===== src/rtl/mem_cmd_arbiter.sv =====
module mem_cmd_arbiter #(
  parameter int N_ENT     = 8,
  parameter int N_CHIP    = 4,
  parameter int REF_LIMIT = 6,
  parameter int REF_MAX   = 15
) (
  input  logic                      clk,
  input  logic                      rst_n,
  input  logic                      mm_valid,
  input  logic [N_ENT-1:0]          ent_valid,
  input  logic [N_ENT-1:0]          ent_write,
  input  logic [N_ENT-1:0]          ent_hit,
  input  logic [N_ENT-1:0]          ent_tmin,
  input  logic [N_ENT-1:0]          ent_tmax,
  input  logic [N_ENT-1:0]          ent_prep,
  input  logic [N_ENT*N_ENT-1:0]    ent_dep,
  input  logic                      ref_inc,
  input  logic [$clog2(N_CHIP)-1:0] ref_inc_chip,
  input  logic                      gnt_ready,
  output logic [N_ENT+N_CHIP:0]     gnt,
  output logic [N_CHIP-1:0]         ref_tmo
);
  localparam int CHIP_W = $clog2(N_CHIP);
  localparam int CNT_W  = $clog2(REF_MAX + 1);

  logic [N_ENT-1:0]  elig, lv_same, lv_opp, rr_pref, ent_g;
  logic [N_CHIP-1:0] ref_pend, ref_g, tmo_nxt;
  logic [CNT_W-1:0]  cnt [N_CHIP];
  logic [CNT_W-1:0]  cnt_nxt [N_CHIP];
  logic              mm_g, fb_g, dir_last, rr_write;

  for (genvar i = 0; i < N_ENT; i++) begin : g_elig
    assign elig[i] = ent_valid[i] & ~|(ent_dep[i*N_ENT +: N_ENT] & ent_valid);
  end

  assign lv_same = elig & ent_hit & ~(ent_write ^ {N_ENT{dir_last}});
  assign lv_opp  = elig & ent_hit &  (ent_write ^ {N_ENT{dir_last}});
  assign rr_pref = elig & (rr_write ? ent_write : ~ent_write);

  always_comb begin
    mm_g  = 1'b0;
    fb_g  = 1'b0;
    ent_g = '0;
    ref_g = '0;
    if (mm_valid)                    mm_g  = 1'b1;
    else if (|(ref_tmo & ref_pend))  ref_g = (ref_tmo & ref_pend) & -(ref_tmo & ref_pend);
    else if (|(elig & ent_tmin))     ent_g = (elig & ent_tmin) & -(elig & ent_tmin);
    else if (|(elig & ent_tmax))     ent_g = (elig & ent_tmax) & -(elig & ent_tmax);
    else if (|lv_same)               ent_g = lv_same & -lv_same;
    else if (|lv_opp)                ent_g = lv_opp & -lv_opp;
    else if (|(elig & ent_prep))     ent_g = (elig & ent_prep) & -(elig & ent_prep);
    else if (|ref_pend)              ref_g = ref_pend & -ref_pend;
    else if (|elig) begin
      fb_g  = 1'b1;
      ent_g = |rr_pref ? (rr_pref & -rr_pref) : (elig & -elig);
    end
  end

  assign gnt = {ent_g, ref_g, mm_g};

  always_comb begin
    for (int c = 0; c < N_CHIP; c++) begin
      logic inc, dec;
      inc = ref_inc && (ref_inc_chip == CHIP_W'(c));
      dec = gnt_ready && ref_g[c];
      ref_pend[c] = (cnt[c] != '0);
      if (inc && !dec && cnt[c] != CNT_W'(REF_MAX)) cnt_nxt[c] = cnt[c] + 1'b1;
      else if (dec && !inc)                         cnt_nxt[c] = cnt[c] - 1'b1;
      else                                          cnt_nxt[c] = cnt[c];
      tmo_nxt[c] = (cnt_nxt[c] >= CNT_W'(REF_LIMIT)) || (ref_tmo[c] && cnt_nxt[c] != '0);
    end
  end

  always_ff @(posedge clk) begin
    if (!rst_n) begin
      dir_last <= 1'b0;
      rr_write <= 1'b0;
      ref_tmo  <= '0;
      for (int c = 0; c < N_CHIP; c++) cnt[c] <= '0;
    end else begin
      if (gnt_ready && |ent_g) dir_last <= |(ent_g & ent_write);
      if (gnt_ready && fb_g)   rr_write <= ~|(ent_g & ent_write);
      ref_tmo <= tmo_nxt;
      for (int c = 0; c < N_CHIP; c++) cnt[c] <= cnt_nxt[c];
    end
  end
endmodule


===== config.mk =====
export PLATFORM = sky130hd
export DESIGN_NAME = mem_cmd_arbiter
export DESIGN_NICKNAME = d
export VERILOG_FILES = /design/src/rtl/mem_cmd_arbiter.sv
export SDC_FILE = /design/constraint.sdc
export NUM_CORES = 1
export LEC_CHECK = 0
export ABC_AREA = 1
export BUFFER_PORTS_ARGS = -buffer_cell sky130_fd_sc_hd__buf_2
export CAP_MARGIN = 25
export CORE_MARGIN = 4
export CORE_UTILIZATION = 45
export CTS_CLUSTER_DIAMETER = 30
export CTS_CLUSTER_SIZE = 16
export DETAILED_ROUTE_END_ITERATION = 16
export PLACE_DENSITY = 0.73
export SYNTH_ARGS = -nofsm -noshare
export SYNTH_HDL_FRONTEND = slang
export SYNTH_SLANG_ARGS = --single-unit
export TNS_END_PERCENT = 30

===== constraint.sdc =====
create_clock -name clk -period 3.45 [get_ports clk]
set_input_delay 0.69 -clock clk [delete_from_list [all_inputs] [get_ports clk]]
set_output_delay 0.69 -clock clk [all_outputs]
set_load 0.01 [all_outputs]

==> flow_metrics.env <==
export IMPL_status="finished clean"
export IMPL_coreArea_um2=8760
export IMPL_required_ps=2760
export IMPL_finalHoldViolCount=0
export IMPL_synth_edf_count=0
export IMPL_cts_buffer_depth=2
export IMPL_whs_ps=555
export IMPL_power_density_nw_per_um2=265
export IMPL_wl_per_cell_um=11.9
export IMPL_grt_max_degree=13
export IMPL_grt_util_all_layers=0.213
export IMPL_synth_warnings=0
export IMPL_grt_pass1_wl_um=18700
export IMPL_antenna_found_initial=0
export IMPL_portBuffers=135
export IMPL_syn_nets=880
export IMPL_fill_cells=957
export IMPL_insertion_delay_ps=260
export IMPL_dp_cells=979
export IMPL_crit_chain="buf_2 -> nand2_1 -> nand3_1 -> nor2_4 -> nand2_4 -> buf_4 -> inv_4 -> nand2_2 -> nand2_2 -> nor2_4 -> nand2_4 -> inv_1 -> o21ai_0 -> inv_1 -> nand2_1 -> nand2_1 -> a21oi_2 -> buf_2"
export IMPL_fp_dieH_um=103
export IMPL_relSlewSlack=0.667
export IMPL_start_util=0.465
export IMPL_drc=0
export IMPL_die_width_um=103
export IMPL_total_power_mw=1.31
export IMPL_syn_area_per_cell_um2=5.42
export IMPL_hold_class="register to register"
export IMPL_worst_clock_skew_ps=1.58
export IMPL_yosys_area_share_adder=0.0276
export IMPL_gp_congestion=0.890
export IMPL_floorplan_rows=34
export IMPL_rr_worst_depth=20
export IMPL_dr_total_vias=4880
export IMPL_post_route_min_period_ps=3270
export IMPL_slew_viol_final=0
export IMPL_leakage_nw=3.05
export IMPL_crit_type="input port to output pin"
export IMPL_pin_count=136
export IMPL_synth_compound_area_share=0.0936
export IMPL_areaGrowthSynthToFinish_pct=21.0
export IMPL_yosys_area_share_simple=0.595
export IMPL_grt_overflow_total=0
export IMPL_num_antenna_cells=0
export IMPL_setup_ws_ps=175
export IMPL_pre_cts_ws_ps=128
export IMPL_drtPass1Iterations=5
export IMPL_clkTransAtPathRegs_ps=80
export IMPL_synth_top_family_by_area="simple AND/OR/NAND/NOR gates"
export IMPL_slowest_delay_ps=180
export IMPL_syn_area_um2=4080
export IMPL_synth_async_reset_ratio=0
export IMPL_dr_first_iter_drc_count=172
export IMPL_root_buffer="clkbuf_8"
export IMPL_muxShareOfSynthArea=0
export IMPL_holdPathStages=2
export IMPL_worst_slew_pin_slew_ps=499
export IMPL_cts_tree="built"
export IMPL_instances_no_fill=987
export IMPL_avgViaCountPerCell=4.94
export IMPL_synth_xor_area_frac=0.0470
export IMPL_synth_seq_cells=22
export IMPL_grt_pass1_vias=4316
export IMPL_crit_path_top_delay_cell="nor2_4"
export IMPL_dieArea_um2=10600
export IMPL_start_kind="input port"
export IMPL_fmax_mhz=305
export IMPL_cp_max_fo=9
export IMPL_wl_um=11700
export IMPL_cp_end_kind="output pin"
export IMPL_cts_sinks=22
export IMPL_num_nets_final=1009
export IMPL_setup_viol=0
export IMPL_ir_worst_vdd_mv=0.255
export IMPL_cp_arrival_ps=2580
export IMPL_post_route_cells_drive_above_1_share=0.281
export IMPL_ys_types=43
export IMPL_h_tree_depth=1
export IMPL_final_area_um2=4930
export IMPL_final_common_cell="nand2_1"
export IMPL_numCtsBuffers=3
export IMPL_synthFlopType="dfxtp_1"
export IMPL_post_dp_cell_area_um2=4770
export IMPL_crit_top_cell="nand2_1"
export IMPL_ys_seq_area_frac=0.108
export IMPL_ctsHoldBuffers=0
export IMPL_synth_cells=752
export IMPL_dpl_hpwl_um=10000
export IMPL_fin_crit_sh=0.949
export IMPL_cap_violations=0
export IMPL_final_cell_mix="284 x nand2_1, 135 x buf_2, 97 x inv_1"
export IMPL_ant_nets=0
## where the power goes
group	total, mW	internal [mW]	switching (mW)
Combinational	0.816	0.315	0.501
Sequential	0.329	0.286	0.0429
Clock	0.162	0.0781	0.0834
Total	1.31	0.680	0.627
## kinds of logic (layout without fill, tap and decap cells)
| logic type | count (synthesis) | count (layout) |
|---|---|---|
| simple gates | 517 | 517 |
| buf+inv | 124 | 251 |
| compound gates | 59 | 59 |
| flops | 22 | 22 |
| xor+xnor | 21 | 21 |
| fa+ha+maj | 9 | 9 |
## worst max-delay path: cells and delay by family
family / cells / cell delay, ps
buffers and inverters: 6 / 680
AOI/OAI and AO/OA: 2 / 230
and+or+nand+nor: 10 / 970
## flip-flops by register name, summed over array words and instances (netlist names)
| register | flops |
|---|---|
| dir_last | 1 |
| cnt | 16 |
| ref_tmo | 4 |
| rr_write | 1 |
## path summary, 6_finish.rpt
check / from / end / slack [ps]
setup reg to reg: dir_last / dir_last / 740
hold reg to reg: cnt[2][0] / cnt[2][0] / 550
setup / recovery: ent_valid[7] / gnt[10] / 180
hold / removal: cnt[2][0] / cnt[2][0] / 550
## metal layers
layer	wire (um)	vias to the layer above	global-route usage
met5	0	-	0
met4	204	0	0.0488
met3	717	15	0.0141
met2	5800	124	0.393
met1	4990	2142	0.271
li1	-	2599	-
## synthesized netlist by cell type, types with 2 or more instances
master	n	area [um2]
a31oi_1	5	31.3
nor3_1	13	65.1
nand2_1	287	1080
nand2_2	20	125
nor2_1	53	199
buf_4	10	75.1
inv_1	97	364
nor2_2	23	144
buf_2	3	15.0
nand3_2	5	50.1
a21oi_4	2	32.5
nand3_1	81	405
ha_1	9	113
buf_6	2	22.5
nor3b_1	2	15.0
o21ai_2	3	26.3
nand3b_1	3	22.5
o21ai_0	12	60.1
and3_1	2	12.5
a21oi_2	5	43.8
xnor2_1	16	140
a21oi_1	18	90.1
nand2_4	11	124
nor2_4	6	67.6
nand4_2	2	25.0
o22ai_1	2	12.5
o21ai_1	7	35.0
nand4_1	5	31.3
xor2_1	4	35.0
dfxtp_1	22	440
inv_2	10	37.5
## through the flow
stage | util | setup TNS (ps)
3_3_place_gp | 0.544 | 0
5_1_grt | 0.563 | -18.7
4_1_cts | 0.549 | 0
2_1_floorplan | - | 0
6_report | 0.563 | 0
3_5_place_dp | 0.544 | 0
## final cells by class
class,instances,area [um2],share of cell area
Tap cell,108,135,0.0274
Multi-Input combinational cell,606,3190,0.647
Inverter,108,408,0.0827
Timing Repair Buffer,140,713,0.145
Sequential cell,22,442,0.0895
Clock buffer,3,41.3,0.00837
## repair_timing
item | 4_1_cts | 5_1_grt
setup endpoints to repair | 0 | 9
buffers inserted | 0 | 5
gates resized for setup | 0 | 22
Power figures use the tool's default switching activity.
